File: src/rtl/hb_gate_pkg.sv
package hb_gate_pkg;

  typedef enum logic [2:0] {
    PH_PARK = 3'd0,
    PH_DEAD = 3'd1,
    PH_HIGH = 3'd2,
    PH_LOW  = 3'd3,
    PH_CUT  = 3'd4
  } phase_e;

  typedef enum logic {
    SIDE_HIGH = 1'b0,
    SIDE_LOW  = 1'b1
  } side_e;

endpackage

File: src/rtl/hb_osc_edge.sv
module hb_osc_edge #(
  parameter int STAGES = 2
) (
  input  logic clk,
  input  logic rst_n,
  input  logic osc_i,
  output logic fall_o
);

  logic [STAGES-1:0] sync_q;
  logic [STAGES-1:0] sync_d;
  logic              last_q;

  generate
    if (STAGES == 1) begin : g_single
      always_comb sync_d = osc_i;
    end else begin : g_chain
      always_comb sync_d = {sync_q[STAGES-2:0], osc_i};
    end
  endgenerate

  always_ff @(posedge clk or negedge rst_n) begin
    if (!rst_n) begin
      sync_q <= '0;
      last_q <= 1'b0;
    end else begin
      sync_q <= sync_d;
      last_q <= sync_q[STAGES-1];
    end
  end

  assign fall_o = last_q & ~sync_q[STAGES-1];

  AST_FALL_SINGLE: assert property (@(posedge clk) disable iff (!rst_n)
    fall_o |=> !fall_o);

endmodule

File: src/rtl/hb_dead_timer.sv
module hb_dead_timer #(
  parameter int DEAD_CYC = 120
) (
  input  logic clk,
  input  logic rst_n,
  input  logic arm_i,
  output logic done_o
);

  localparam int CW = $clog2(DEAD_CYC + 1);
  localparam logic [CW-1:0] LOAD = CW'(DEAD_CYC - 1);

  logic [CW-1:0] cnt_q;
  logic [CW-1:0] cnt_d;
  logic          cnt_en;

  always_comb begin
    cnt_en = arm_i || (cnt_q != '0);
    cnt_d  = arm_i ? LOAD : cnt_q - 1'b1;
  end

  always_ff @(posedge clk or negedge rst_n) begin
    if (!rst_n) begin
      cnt_q <= '0;
    end else if (cnt_en) begin
      cnt_q <= cnt_d;
    end
  end

  assign done_o = (cnt_q == '0);

  AST_CNT_RANGE: assert property (@(posedge clk) disable iff (!rst_n)
    cnt_q <= LOAD);

endmodule

File: src/rtl/hb_phase_fsm.sv
module hb_phase_fsm
  import hb_gate_pkg::*;
#(
  parameter int DEAD_CYC = 120
) (
  input  logic clk,
  input  logic rst_n,
  input  logic fall_i,
  input  logic run_i,
  input  logic boot_low_i,
  input  logic ocp_i,
  input  logic dead_done_i,
  output logic arm_o,
  output logic hs_o,
  output logic ls_o
);

  localparam int CW = $clog2(DEAD_CYC + 1);

  phase_e st_q, st_d;
  side_e  tgt_q, tgt_d;
  logic   hs_q, hs_d;
  logic   ls_q, ls_d;

  always_comb begin
    st_d  = st_q;
    tgt_d = tgt_q;
    case (st_q)
      PH_PARK: begin
        if (run_i && fall_i) begin
          st_d  = PH_DEAD;
          tgt_d = SIDE_HIGH;
        end
      end
      PH_DEAD: begin
        if (dead_done_i) begin
          if (!run_i)                  st_d = PH_PARK;
          else if (tgt_q == SIDE_HIGH) st_d = PH_HIGH;
          else                         st_d = PH_LOW;
        end
      end
      PH_HIGH: begin
        if (!run_i || fall_i) begin
          st_d  = PH_DEAD;
          tgt_d = SIDE_LOW;
        end else if (ocp_i) begin
          st_d  = PH_CUT;
          tgt_d = SIDE_LOW;
        end
      end
      PH_LOW: begin
        if (!run_i) begin
          st_d = PH_PARK;
        end else if (fall_i) begin
          st_d  = PH_DEAD;
          tgt_d = SIDE_HIGH;
        end else if (ocp_i) begin
          st_d  = PH_CUT;
          tgt_d = SIDE_HIGH;
        end
      end
      PH_CUT: begin
        if (!run_i) begin
          st_d  = PH_DEAD;
          tgt_d = SIDE_LOW;
        end else if (fall_i) begin
          st_d = PH_DEAD;
        end
      end
      default: begin
        st_d  = PH_PARK;
        tgt_d = SIDE_HIGH;
      end
    endcase
  end

  always_comb begin
    arm_o = (st_d == PH_DEAD) && (st_q != PH_DEAD);
    hs_d  = (st_d == PH_HIGH) && !boot_low_i;
    ls_d  = (st_d == PH_LOW) || (st_d == PH_PARK);
  end

  always_ff @(posedge clk or negedge rst_n) begin
    if (!rst_n) begin
      st_q  <= PH_PARK;
      tgt_q <= SIDE_HIGH;
      hs_q  <= 1'b0;
      ls_q  <= 1'b1;
    end else begin
      st_q  <= st_d;
      tgt_q <= tgt_d;
      hs_q  <= hs_d;
      ls_q  <= ls_d;
    end
  end

  assign hs_o = hs_q;
  assign ls_o = ls_q;

  // consecutive cycles with both enables low, saturating; used by AST_GAP_LEN
  logic [CW-1:0] off_run_q;
  always_ff @(posedge clk or negedge rst_n) begin
    if (!rst_n) begin
      off_run_q <= '0;
    end else if (hs_q || ls_q) begin
      off_run_q <= '0;
    end else if (off_run_q != CW'(DEAD_CYC)) begin
      off_run_q <= off_run_q + 1'b1;
    end
  end

  AST_NO_OVERLAP: assert property (@(posedge clk) disable iff (!rst_n)
    !(hs_q && ls_q));
  AST_GAP_LEN: assert property (@(posedge clk) disable iff (!rst_n)
    ($rose(hs_q) || $rose(ls_q)) |-> (off_run_q == CW'(DEAD_CYC)));
  AST_STOP_HIGH: assert property (@(posedge clk) disable iff (!rst_n)
    (!run_i && hs_q) |=> !hs_q);
  AST_STOP_LOW: assert property (@(posedge clk) disable iff (!rst_n)
    (!run_i && st_q == PH_LOW) |=> ls_q);
  AST_BOOT_GATE: assert property (@(posedge clk) disable iff (!rst_n)
    boot_low_i |=> !hs_q);
  AST_OCP_CUT: assert property (@(posedge clk) disable iff (!rst_n)
    (ocp_i && run_i && (st_q == PH_HIGH || st_q == PH_LOW)) |=> (!hs_q && !ls_q));

endmodule

File: src/rtl/hb_gate_seq.sv
module hb_gate_seq #(
  parameter int DEAD_CYC    = 120,
  parameter int SYNC_STAGES = 2
) (
  input  logic clk,
  input  logic rst_n,
  input  logic osc_in,
  input  logic run_i,
  input  logic boot_low_i,
  input  logic ocp_i,
  output logic hs_en_o,
  output logic ls_en_o
);

  localparam int RST_STAGES = 2;

  logic [RST_STAGES-1:0] rst_sync_q;
  logic                  rst_int_n;
  logic                  osc_fall;
  logic                  dead_arm;
  logic                  dead_done;

  always_ff @(posedge clk or negedge rst_n) begin
    if (!rst_n) begin
      rst_sync_q <= '0;
    end else begin
      rst_sync_q <= {rst_sync_q[RST_STAGES-2:0], 1'b1};
    end
  end
  assign rst_int_n = rst_sync_q[RST_STAGES-1];

  hb_osc_edge #(.STAGES(SYNC_STAGES)) u_edge (
    .clk    (clk),
    .rst_n  (rst_int_n),
    .osc_i  (osc_in),
    .fall_o (osc_fall)
  );

  hb_dead_timer #(.DEAD_CYC(DEAD_CYC)) u_timer (
    .clk    (clk),
    .rst_n  (rst_int_n),
    .arm_i  (dead_arm),
    .done_o (dead_done)
  );

  hb_phase_fsm #(.DEAD_CYC(DEAD_CYC)) u_fsm (
    .clk         (clk),
    .rst_n       (rst_int_n),
    .fall_i      (osc_fall),
    .run_i       (run_i),
    .boot_low_i  (boot_low_i),
    .ocp_i       (ocp_i),
    .dead_done_i (dead_done),
    .arm_o       (dead_arm),
    .hs_o        (hs_en_o),
    .ls_o        (ls_en_o)
  );

endmodule

File: config.mk
export PLATFORM = sky130hd
export DESIGN_NAME = hb_gate_seq
export DESIGN_NICKNAME = d
export VERILOG_FILES = /design/src/rtl/hb_gate_pkg.sv /design/src/rtl/hb_osc_edge.sv /design/src/rtl/hb_dead_timer.sv /design/src/rtl/hb_phase_fsm.sv /design/src/rtl/hb_gate_seq.sv
export SDC_FILE = /design/constraint.sdc
export NUM_CORES = 1
export LEC_CHECK = 0
export BUFFER_PORTS_ARGS = -buffer_cell sky130_fd_sc_hd__buf_2
export CAP_MARGIN = 25
export CORE_MARGIN = 2
export CORE_UTILIZATION = 60
export DETAILED_ROUTE_END_ITERATION = 8
export GPL_TIMING_DRIVEN = 0
export PLACE_DENSITY = 0.86
export SYNTH_ARGS = -nofsm -noshare
export SYNTH_HDL_FRONTEND = slang
export SYNTH_SLANG_ARGS = --single-unit
File: constraint.sdc
create_clock -name clk -period 1.5 [get_ports clk]
set_clock_uncertainty 0.15 [all_clocks]
set_input_delay 0.075 -clock clk [delete_from_list [all_inputs] [get_ports clk]]
set_output_delay 0.075 -clock clk [all_outputs]
set_load 0.02 [all_outputs]
==> flow_metrics.env <==
export IMPL_grt_pass1_wl_um=3370
export IMPL_start_kind="flop"
export IMPL_clockPowerShare=0.217
export IMPL_place_gp_congestion=0.878
export IMPL_synth_top_family_by_area="simple AND/OR/NAND/NOR gates"
export IMPL_power_density_nw_per_um2=1210
export IMPL_port_buffers=7
export IMPL_postSynthAreaPerCell_sq_um=10.2
export IMPL_core_sq_um=1450
export IMPL_nFillCells=83
export IMPL_synth_nets=96
export IMPL_clk_path_buf_depth=2
export IMPL_drt_iter0_markers=12
export IMPL_async_flop_share=1.00
export IMPL_layout_nets=119
export IMPL_cts_inserted_buffers=3
export IMPL_setup_viol=12
export IMPL_ys_seq_area_frac=0.499
export IMPL_cts_tree="done"
export IMPL_grt_max_degree=17
export IMPL_maxCapViolations=0
export IMPL_period_minus_slack_ns=2.12
export IMPL_sw_frac_of_total=0.327
export IMPL_ys_flop_type="dfrtp_1"
export IMPL_grt_usage=0.248
export IMPL_clk_latency_ns=0.30
export IMPL_ys_ff_latch=18
export IMPL_worst_pin_slew_ns=0.653
export IMPL_tns_ns=-5.87
export IMPL_area_growth_syn_to_layout_pct=31.1
export IMPL_vias=742
export IMPL_synth_area_sq_um=905
export IMPL_rsz0062_at_grt="yes"
export IMPL_io_pins=8
export IMPL_fp_dieH_um=42.8
export IMPL_grt_ovfl_total=0
export IMPL_dieArea_sq_um=1830
export IMPL_muxShareOfSynthArea=0.0235
export IMPL_worst_slack_ns=-0.623
export IMPL_fmax_mhz=471
export IMPL_h_tree_depth=1
export IMPL_start_util=0.622
export IMPL_postRouteAntennaNets=0
export IMPL_viasPerCell=5.84
export IMPL_drive_above_1_share=0.351
export IMPL_final_hold_viol_count=0
export IMPL_cp_max_fo=7
export IMPL_clock_sinks=18
export IMPL_ctsRootBufferMaster="clkbuf_4"
export IMPL_synth_simple_gate_area_frac=0.238
export IMPL_cp_data_arrival_time_ns=2.17
export IMPL_synth_xor_area_frac=0.0387
export IMPL_diodes=0
export IMPL_dr_pass1_iters=4
export IMPL_drc=0
export IMPL_final_common_cell="dfrtp_1"
export IMPL_dieWidth_um=42.8
export IMPL_rows=14
export IMPL_seq_power_share=0.484
export IMPL_ys_warn_count=0
export IMPL_violations="setup timing"
export IMPL_crit_type="reg -> reg"
export IMPL_synth_edf_count=0
export IMPL_leakagePower_nw=0.536
export IMPL_synthCells=89
export IMPL_comb_power_share=0.300
export IMPL_irDropWorstVdd_mv=0.907
export IMPL_routed_wl_um=2000
export IMPL_outcome="complete, but fails checks"
export IMPL_antenna_found_initial=0
export IMPL_cp_required_ns=1.54
export IMPL_synthAdderAreaFrac=0.0138
export IMPL_mostFrequentLayoutCells="dfrtp_1 (17), nor2_1 (10), buf_4 (8), buf_2 (7), nand2b_1 (6)"
export IMPL_p_sw_mw=0.468
export IMPL_place_hpwl_um=1160
export IMPL_path_clk_slew_ns=0.11
export IMPL_worstHoldPathType="in -> reg"
export IMPL_grt_pass1_vias=769
export IMPL_synth_cell_types=33
export IMPL_stdcell_area_sq_um=1190
export IMPL_finalPower_mw=1.43
export IMPL_internal_power_mw=0.962
export IMPL_min_period_over_period=1.42
export IMPL_synth_compound_area_frac=0.136
export IMPL_post_drt_wl_per_cell_um=15.8
export IMPL_drv_slew=0
export IMPL_max_slew_margin_rel=0.564
export IMPL_end_kind="flop"
export IMPL_placed_area_sq_um=976
## through the flow
step / worst slack (ns) / std cells / utilization / hold slack (ns)
CTS: -0.618 / 125 / 0.778 / 0.0374
global route: -0.708 / 127 / 0.816 / 0.0896
finish: -0.623 / 127 / 0.816 / 0.0672
global placement: -0.710 / 112 / 0.671 / -0.290
detailed placement: -0.761 / 112 / 0.671 / -0.289
floorplan: -0.587 / 89 / - / -0.371
## power groups by stage
stage          Sequential, mW  Clock [mW]  Combinational (mW)
2_1_floorplan           0.654           0               0.243
3_3_place_gp            0.665           0               0.283
3_5_place_dp            0.671           0               0.302
4_1_cts                 0.674       0.305               0.368
5_1_grt                 0.707       0.340               0.466
6_report                0.692       0.310               0.428
## metal layers
layer / track usage / share of wire / up-vias
li1: - / - / 349
met1: 0.289 / 0.38 / 365
met2: 0.442 / 0.56 / 23
met3: 0.0638 / 0.049 / 5
met4: 0.0688 / 0.013 / 0
met5: 0 / 0 / -
## registers in the layout (all words and copies together), names as in the netlist
name and flops:
u_fsm.tgt_q 1, u_edge.sync_q 2, u_fsm.st_q 3, u_fsm.ls_o 1, rst_sync_q 2, u_fsm.hs_o 1, u_edge.last_q 1, u_timer.cnt_q 7
## cell usage after synthesis, drive strengths merged, types with 2 or more instances
cell     n  area share
a211o    4       0.039
a21oi    4       0.022
clkbuf   3       0.012
dfrtp   17        0.47
inv      7       0.029
nand2    5       0.021
nand2b   7       0.048
nand3    3       0.017
nand3b   2       0.017
nor2    10       0.041
nor2b    2       0.014
nor4     2       0.021
o21ai    3       0.017
xnor2    2       0.019
xor2     2       0.019
## layout make-up
class | instances | area [sq um] | share of cell area
buffer | 2 | 18.8 | 0.0158
tap | 16 | 20.0 | 0.0169
multi-input combinational | 60 | 484 | 0.408
inverter | 7 | 26.3 | 0.0222
clock buffer | 4 | 36.3 | 0.0306
timing repair buffer | 20 | 149 | 0.126
sequential | 18 | 452 | 0.381
## cell families (layout without fill, tap and decap cells)
group,Yosys count,in the layout
AOI/OAI and AO/OA,16,16
muxes,2,2
xor gates and xnor gates,4,4
adders and majority gates,1,1
and+or+nand+nor,36,36
buffers and inverters,11,33
other,1,1
DFF,18,18
## critical path: stages, from the launching register on
cell	delay (ns)
dfrtp_1	0.43
inv_2	0.08
ha_4	0.12
or4b_4	0.48
nor3_4	0.19
a2bb2oi_4	0.20
a221oi_4	0.12
a211o_1	0.24
## path summary, 6_finish.rpt
check	startpoint	to	slack (ns)	depth (start not counted)
max	u_timer.cnt_q[0]	u_timer.cnt_q[1]	-0.62	7
min	ocp_i	u_fsm.st_q[2]	0.07	5
max reg2reg	u_timer.cnt_q[0]	u_timer.cnt_q[1]	-0.62	7
min reg2reg	rst_sync_q[1]	u_fsm.hs_o	0.12	0
max in group asynchronous	rst_n	rst_sync_q[1]	0.57	3
min in group asynchronous	rst_sync_q[1]	u_fsm.hs_o	0.12	0
## what timing repair did
item | 4_1_cts | 5_1_grt
resized for setup | 8 | 9
hold buffers | 5 | 0
pin swaps | 5 | 3
endpoints found under the setup margin | 13 | 13
endpoints found under the hold margin | 5 | 0
buffers inserted | 5 | 3
No activity file was read; power rests on OpenSTA's default activity.
